**config.mk**
```make
export PLATFORM = sky130hd
export DESIGN_NAME = line_density_monitor
export DESIGN_NICKNAME = d
export VERILOG_FILES = /design/src/rtl/lzpd_pkg.sv /design/src/rtl/lzpd_run_counter.sv /design/src/rtl/lzpd_density.sv /design/src/rtl/lzpd_flags.sv /design/src/rtl/line_density_monitor.sv
export SDC_FILE = /design/constraint.sdc
export NUM_CORES = 1
export LEC_CHECK = 0
export CAP_MARGIN = 20
export CELL_PAD_IN_SITES_DETAIL_PLACEMENT = 2
export CELL_PAD_IN_SITES_GLOBAL_PLACEMENT = 2
export CORE_UTILIZATION = 41
export CTS_CLUSTER_SIZE = 30
export DETAILED_ROUTE_END_ITERATION = 8
export HOLD_SLACK_MARGIN = 0.03
export PLACE_DENSITY_LB_ADDON = 0.1
export SETUP_SLACK_MARGIN = 0.05
export SLEW_MARGIN = 20
export SYNTH_ARGS = -nofsm -noshare
export SYNTH_HDL_FRONTEND = slang
export SYNTH_SLANG_ARGS = --single-unit
```
**constraint.sdc**
```tcl
create_clock -name clk -period 5.3 [get_ports clk]
set_input_delay 0.795 -clock clk [delete_from_list [all_inputs] [get_ports clk]]
set_output_delay 0.795 -clock clk [all_outputs]
set_load 0.02 [all_outputs]
```
**src/rtl/lzpd_pkg.sv**
```systemverilog
package lzpd_pkg;
  typedef enum logic {
    CODE_B8ZS = 1'b0,
    CODE_AMI  = 1'b1
  } line_code_e;

  function automatic int unsigned dens_window_len(int unsigned n);
    return 8 * (n + 1);
  endfunction
endpackage

```
**src/rtl/lzpd_run_counter.sv**
```systemverilog
module lzpd_run_counter #(
  parameter int unsigned RUN_W = 6
) (
  input  logic             clk,
  input  logic             rst,
  input  logic             valid_i,
  input  logic             bit_i,
  output logic [RUN_W-1:0] zrun_next,
  output logic [RUN_W-1:0] orun_next,
  output logic [RUN_W-1:0] orun_q
);
  localparam logic [RUN_W-1:0] RUN_MAX = {RUN_W{1'b1}};

  logic [RUN_W-1:0] zrun_q;

  always_comb begin
    zrun_next = zrun_q;
    orun_next = orun_q;
    if (valid_i) begin
      if (bit_i) begin
        zrun_next = '0;
        orun_next = (orun_q == RUN_MAX) ? orun_q : orun_q + 1'b1;
      end else begin
        orun_next = '0;
        zrun_next = (zrun_q == RUN_MAX) ? zrun_q : zrun_q + 1'b1;
      end
    end
  end

  always_ff @(posedge clk) begin
    if (rst) begin
      zrun_q <= '0;
      orun_q <= '0;
    end else begin
      zrun_q <= zrun_next;
      orun_q <= orun_next;
    end
  end

  // At most one of the two run lengths can be non-zero
  assert_runs_exclusive_R5: assert property (@(posedge clk) disable iff (rst)
    !((zrun_q != '0) && (orun_q != '0)));
endmodule

```
**src/rtl/lzpd_density.sv**
```systemverilog
module lzpd_density #(
  parameter int unsigned N_MAX = 23
) (
  input  logic clk,
  input  logic rst,
  input  logic valid_i,
  input  logic bit_i,
  output logic fail_o
);
  import lzpd_pkg::*;

  localparam int unsigned WIN = dens_window_len(N_MAX);
  localparam int unsigned CW  = $clog2(WIN + 1);

  logic [WIN-1:0] hist_q;
  logic [CW-1:0]  fill_q, fill_next;
  logic [N_MAX-1:0] fail_vec;

  assign fill_next = (valid_i && (fill_q != CW'(WIN))) ? fill_q + 1'b1 : fill_q;

  always_ff @(posedge clk) begin
    if (rst) begin
      hist_q <= '0;
      fill_q <= '0;
    end else begin
      fill_q <= fill_next;
      if (valid_i) hist_q <= {hist_q[WIN-2:0], bit_i};
    end
  end

  for (genvar g = 0; g < N_MAX; g++) begin : g_win
    localparam int unsigned NR = g + 1;
    localparam int unsigned L  = dens_window_len(NR);
    logic [CW-1:0] cnt_q, cnt_next;
    logic          drop;

    assign drop     = (fill_q >= CW'(L)) ? hist_q[L-1] : 1'b0;
    assign cnt_next = valid_i ? (cnt_q + CW'(bit_i) - CW'(drop)) : cnt_q;
    assign fail_vec[g] = valid_i && (fill_next >= CW'(L)) && (cnt_next < CW'(NR));

    always_ff @(posedge clk) begin
      if (rst) cnt_q <= '0;
      else     cnt_q <= cnt_next;
    end

    // A window count never exceeds the window length
    assert_window_count_R6: assert property (@(posedge clk) disable iff (rst)
      (cnt_q <= CW'(L)) && (cnt_q <= fill_q));
  end

  assign fail_o = |fail_vec;

  // No window is judged on a cycle without a bit
  assert_no_fail_idle_R9: assert property (@(posedge clk) disable iff (rst)
    !valid_i |-> !fail_o);
endmodule

```
**src/rtl/lzpd_flags.sv**
```systemverilog
module lzpd_flags #(
  parameter int unsigned RUN_W      = 6,
  parameter int unsigned B8ZS_LIMIT = 7,
  parameter int unsigned AMI_LIMIT  = 15,
  parameter int unsigned PD_ZLIMIT  = 14,
  parameter int unsigned PD_ONES    = 23
) (
  input  logic             clk,
  input  logic             rst,
  input  logic             valid_i,
  input  logic             bit_i,
  input  lzpd_pkg::line_code_e code_i,
  input  logic             exz_en_i,
  input  logic             rd_i,
  input  logic [RUN_W-1:0] zrun_next,
  input  logic [RUN_W-1:0] orun_next,
  input  logic             dens_fail_i,
  output logic             exz_o,
  output logic             pden_o,
  output logic             irq_o
);
  import lzpd_pkg::*;

  logic [RUN_W-1:0] exz_limit;
  logic exz_set, pd_set, pd_clr;

  assign exz_limit = (code_i == CODE_AMI) ? RUN_W'(AMI_LIMIT) : RUN_W'(B8ZS_LIMIT);
  assign exz_set   = valid_i && exz_en_i && !bit_i && (zrun_next > exz_limit);
  assign pd_set    = valid_i && ((zrun_next > RUN_W'(PD_ZLIMIT)) || dens_fail_i);
  assign pd_clr    = valid_i && (orun_next >= RUN_W'(PD_ONES));

  always_ff @(posedge clk) begin
    if (rst) begin
      exz_o  <= 1'b0;
      pden_o <= 1'b0;
      irq_o  <= 1'b0;
    end else begin
      if (exz_set)   exz_o <= 1'b1;
      else if (rd_i) exz_o <= 1'b0;
      if (pd_set)      pden_o <= 1'b1;
      else if (pd_clr) pden_o <= 1'b0;
      irq_o <= pd_set && !pden_o;
    end
  end

  assert_exz_sticky_R3: assert property (@(posedge clk) disable iff (rst)
    (exz_o && !rd_i) |=> exz_o);
  assert_exz_disabled_R4: assert property (@(posedge clk) disable iff (rst)
    (!exz_en_i && !exz_o) |=> !exz_o);
  assert_irq_edge_R8: assert property (@(posedge clk) disable iff (rst)
    irq_o |-> (pden_o && !$past(pden_o)));
  assert_irq_single_R8: assert property (@(posedge clk) disable iff (rst)
    irq_o |=> !irq_o);
  assert_idle_hold_R9: assert property (@(posedge clk) disable iff (rst)
    !valid_i |=> ($stable(pden_o) && !irq_o));
endmodule

```
**src/rtl/line_density_monitor.sv**
```systemverilog
module line_density_monitor #(
  parameter int unsigned B8ZS_LIMIT = 7,
  parameter int unsigned AMI_LIMIT  = 15,
  parameter int unsigned PD_ZLIMIT  = 14,
  parameter int unsigned PD_ONES    = 23,
  parameter int unsigned N_MAX      = 23
) (
  input  logic clk,
  input  logic rst,
  input  logic in_valid,
  output logic in_ready,
  input  logic in_bit,
  input  logic code_ami,
  input  logic exz_en,
  input  logic status_rd,
  output logic exz_flag,
  output logic pden_flag,
  output logic pden_irq
);
  import lzpd_pkg::*;

  localparam int unsigned RUN_TOP = (AMI_LIMIT > PD_ONES) ? AMI_LIMIT : PD_ONES;
  localparam int unsigned RUN_W   = $clog2(RUN_TOP + 2);

  logic [RUN_W-1:0] zrun_next, orun_next, orun_q;
  logic dens_fail;
  line_code_e code_sel;

  assign in_ready = 1'b1;
  assign code_sel = line_code_e'(code_ami);

  lzpd_run_counter #(.RUN_W(RUN_W)) u_runs (
    .clk(clk), .rst(rst), .valid_i(in_valid), .bit_i(in_bit),
    .zrun_next(zrun_next), .orun_next(orun_next), .orun_q(orun_q)
  );

  lzpd_density #(.N_MAX(N_MAX)) u_dens (
    .clk(clk), .rst(rst), .valid_i(in_valid), .bit_i(in_bit), .fail_o(dens_fail)
  );

  lzpd_flags #(
    .RUN_W(RUN_W), .B8ZS_LIMIT(B8ZS_LIMIT), .AMI_LIMIT(AMI_LIMIT),
    .PD_ZLIMIT(PD_ZLIMIT), .PD_ONES(PD_ONES)
  ) u_flags (
    .clk(clk), .rst(rst), .valid_i(in_valid), .bit_i(in_bit), .code_i(code_sel),
    .exz_en_i(exz_en), .rd_i(status_rd), .zrun_next(zrun_next),
    .orun_next(orun_next), .dens_fail_i(dens_fail),
    .exz_o(exz_flag), .pden_o(pden_flag), .irq_o(pden_irq)
  );

  // The density flag only falls at the end of a long run of ones
  assert_pden_release_R7: assert property (@(posedge clk) disable iff (rst)
    $fell(pden_flag) |-> (orun_q >= RUN_W'(PD_ONES)));
endmodule

```
==> results.cfg, run 1 <==
[drt]
route.detailed.vias_per_inst = 5.54
vias = 19600
detail-route-antenna-nets = 0
drc = 0
drt_iter0_drc = 600
first_pass_iters = 4
routed_wire_length_per_instance_um = 19.2
wirelength_um = 67900

[timing]
finClkSkew_ps = 21.4
fin_tns_setup_ps = 0
max_freq_mhz = 209
final_period_minus_worst_setup_slack_ps = 4780
setup_viol = 0
final.setup.worst_slack_ps = 523
worst_pin_slew_ps = 1000
grt_setup_unrepaired = false
hold-worst-slack_ps = 479
final.period_utilization_pct = 90.1
slew_violations = 0
slew_headroom_pct = 33.3
finalHoldViolCount = 0

[status]
status = complete, no violations

[floorplanning]
rows = 88
core_um2 = 57700
initial_core_util_pct = 41.5
floorplan.die.width_um = 244
chipHeight_um = 244
io_pins = 11
design.die.area_um2 = 59300

[yosys]
synth-adder-area-share_pct = 11.8
yosys.cell_types.count = 86
ys_seq_elements = 397
syn_avg_cell_area_um2 = 8.58
synth.area.top_cells = dfxtp_1 33%, mux2i_1 13%, ha_1 9.9%
syn-cell-area_um2 = 23900
netlist_instances = 2786
synth-async-reset-ratio_pct = 0
yosysTopAreaCell = dfxtp_1
yosys.area_share.simple_pct = 16.1
yosys_warnings = 0
synth_top_flop_cell = dfxtp_1
main_combinational_cell_family_by_area_after_synthesis = simple AND/OR/NAND/NOR gates
synth_compound_area_share_pct = 15.3
yosysSeqAreaShare_pct = 33.2
synth_largest_type_area_fraction_pct = 33.2
syn-num-nets = 3005
synth-edff-count = 0
muxShareOfSynthArea_pct = 12.8
synth_xor_area_share_pct = 3.99

[critical_path]
crit_slowest_cell = dfxtp_1
cp_data_arrival_time_ps = 5240
critPathLaunchType = flip-flop
buffers_and_inverters_on_the_worst_path = 2
critical_path.top_delay_family = compound AO/OA/AOI/OAI gates
critical_path_rt_ps = 5770
crit_path_max_fanout = 15
critPathMaxStageDelay_ps = 700
cp-end-kind = flip-flop
critPathKind = reg2reg
critical_path.cell_chain = and2_1 > nand2_1 > a21oi_1 > ha_1 > inv_1 > ha_1 > inv_1 > fa_1 > nor2b_1 > o21a_1 > o21ai_0 > a211oi_1 > o311ai_1 > o32ai_1 > a311oi_1 > nand4_2 > nor2_2 > a2111oi_2

[cts]
cts_setup_buffers = 0
cts_buffers = 49
clk_path_buf_depth = 3
worst_skew_pair.late_latency_ps = 590
htree_levels = 2
root_buffer = clkbuf_16
cts_hold_buf = 0
cts-resized-gates = 0
clk_pin_slew_ps = 60
tritoncts = done
tritoncts_num_sinks = 397

[layout]
layout_commonest_cell = nor2_1
mostFrequentLayoutCells = 455 x nor2_1, 396 x dfxtp_1, 305 x mux2i_1
n_fill_cell = 6334
drive_above_1_share_pct = 4.75
syn_to_final_growth_pct = 9.73
finish.net_count = 2959

[worst_hold_path]
hold_path.class = reg2reg

[placed_design]
finalWeightedCongestion = 0.837
preCtsSetupSlack_ps = 490
dp_hpwl_um = 48000
io_buffer_count = 9

[flow_run]
drv_cap = 0

[pwr]
netSwitchingPower_mw = 4.24
share_clk_of_total_power_pct = 29.6
comb_power_share_pct = 39.5
static-leakage-power_nw = 11.0
p_per_area_nw_per_um2 = 442
p_int_mw = 7.35
switching_share_pct = 36.6
sequentialPowerShare_pct = 30.9
peak_vdd_ir_v = 0.000284

[grt]
grt_pass1_wl_um = 113000
globalRouteOverflowTotal = 0
globalRouteTotalUtil_pct = 22.9
grt_pass1_vias = 21900
grt_max_degree = 137
grt_antenna_before_repair = 1
==> worst register-to-register path, stage by stage (launching register included) <==
cell	delay, ps
dfxtp_1	700
and2_1	360
nand2_1	120
a21oi_1	440
ha_1	320
inv_1	60
ha_1	190
inv_1	70
fa_1	400
nor2b_1	170
o21a_1	180
o21ai_0	130
a211oi_1	310
o311ai_1	170
o32ai_1	470
a311oi_1	110
nand4_2	140
nor2_2	50
a2111oi_2	280
==> flip-flops by register name, summed over array words and instances (netlist names) <==
register and flops:
u_dens.hist_q 192, u_dens.g_win.cnt_q 184, u_dens.fill_q 8, u_flags.pden_o 1, u_runs.orun_q 5, u_flags.irq_o 1
u_runs.zrun_q 5, u_flags.exz_o 1
==> power groups by stage <==
stage	combinational (mW)	clock, mW	sequential [mW]
2_1_floorplan	3.56	0	3.56
3_3_place_gp	4.22	0	3.62
4_1_cts	4.62	3.55	3.59
6_report	4.58	3.43	3.59
3_5_place_dp	4.52	0	3.65
5_1_grt	5.12	3.66	3.63
==> synth_stat cells (all sizes together) (21+ instances only) <==
library cell,count
o21a,22
mux2i,305
nand2b,30
nor2b,54
o21ai,104
xnor2,87
nor2,456
nand3,36
a21o,35
buf,69
dfxtp,397
ha,189
fa,23
a211oi,67
nor3,66
clkbuf,56
a21oi,121
nand2,74
inv,266
a31oi,21
==> path summary, 6_finish.rpt <==
path,from,end,slack (ps),depth (start not counted)
worst max-delay path,u_dens.fill_q[4],u_flags.irq_o,520,18
worst min-delay path,u_flags.exz_o,u_flags.exz_o,480,2
worst max register to register,u_dens.fill_q[4],u_flags.irq_o,520,18
worst min register to register,u_flags.exz_o,u_flags.exz_o,480,2
==> cell type report <==
cell class                 instances  area [um2]  area share, %
antenna                            1        2.50        0.00954
clock buffer                      66        1370           5.22
clock inverter                    23         284           1.08
inverter                         266        1000           3.81
multi-input combinational       1998       14400           54.7
sequential                       397        7950           30.3
tap                              765         957           3.65
timing repair buffer              28         313           1.19
==> logic make-up (layout without fill, tap and decap cells) <==
logic type	Yosys count	count (layout)
AND/OR/NAND/NOR	830	830
AO/OA/AOI/OAI	543	543
XOR/XNOR	106	106
flip-flops	397	397
other	1	2
adder cells (fa/ha/maj)	212	212
multiplexers	306	306
buffers and inverters	391	383
==> metrics by stage <==
| step | cell area (um2) | instances | util [%] | power, mW |
|---|---|---|---|---|
| 6_report | 26200 | 3544 | 45.5 | 11.6 |
| 5_1_grt | 26200 | 3543 | 45.5 | 12.4 |
| 4_1_cts | 26200 | 3543 | 45.5 | 11.8 |
| 3_5_place_dp | 24600 | 3454 | 42.6 | 8.17 |
| 3_3_place_gp | 24600 | 3454 | 42.6 | 7.84 |
| 2_1_floorplan | 23900 | 2786 | - | 7.12 |
==> layer usage <==
layer  global-route usage [%]  up-vias  part of all wire (%)
met1                     27.3     9765                    44
met4                     5.51        2                   2.0
met5                        0        -                 0.019
met3                     2.90       90                   2.4
met2                     43.1      155                    51
li1                         -     9637                     -
(Power assumes the default switching activity.)
==> run 2, diff against run 1 <==
--- a/config.mk
+++ b/config.mk
@@ -5,7 +5,7 @@
 export SDC_FILE = /design/constraint.sdc
 export NUM_CORES = 1
 export LEC_CHECK = 0
-export CAP_MARGIN = 20
+export CAP_MARGIN = 15
 export CELL_PAD_IN_SITES_DETAIL_PLACEMENT = 2
 export CELL_PAD_IN_SITES_GLOBAL_PLACEMENT = 2
 export CORE_UTILIZATION = 41
==> results of run 2 <==
No change in the layout: final DEF, timing and power equal those of run 1.
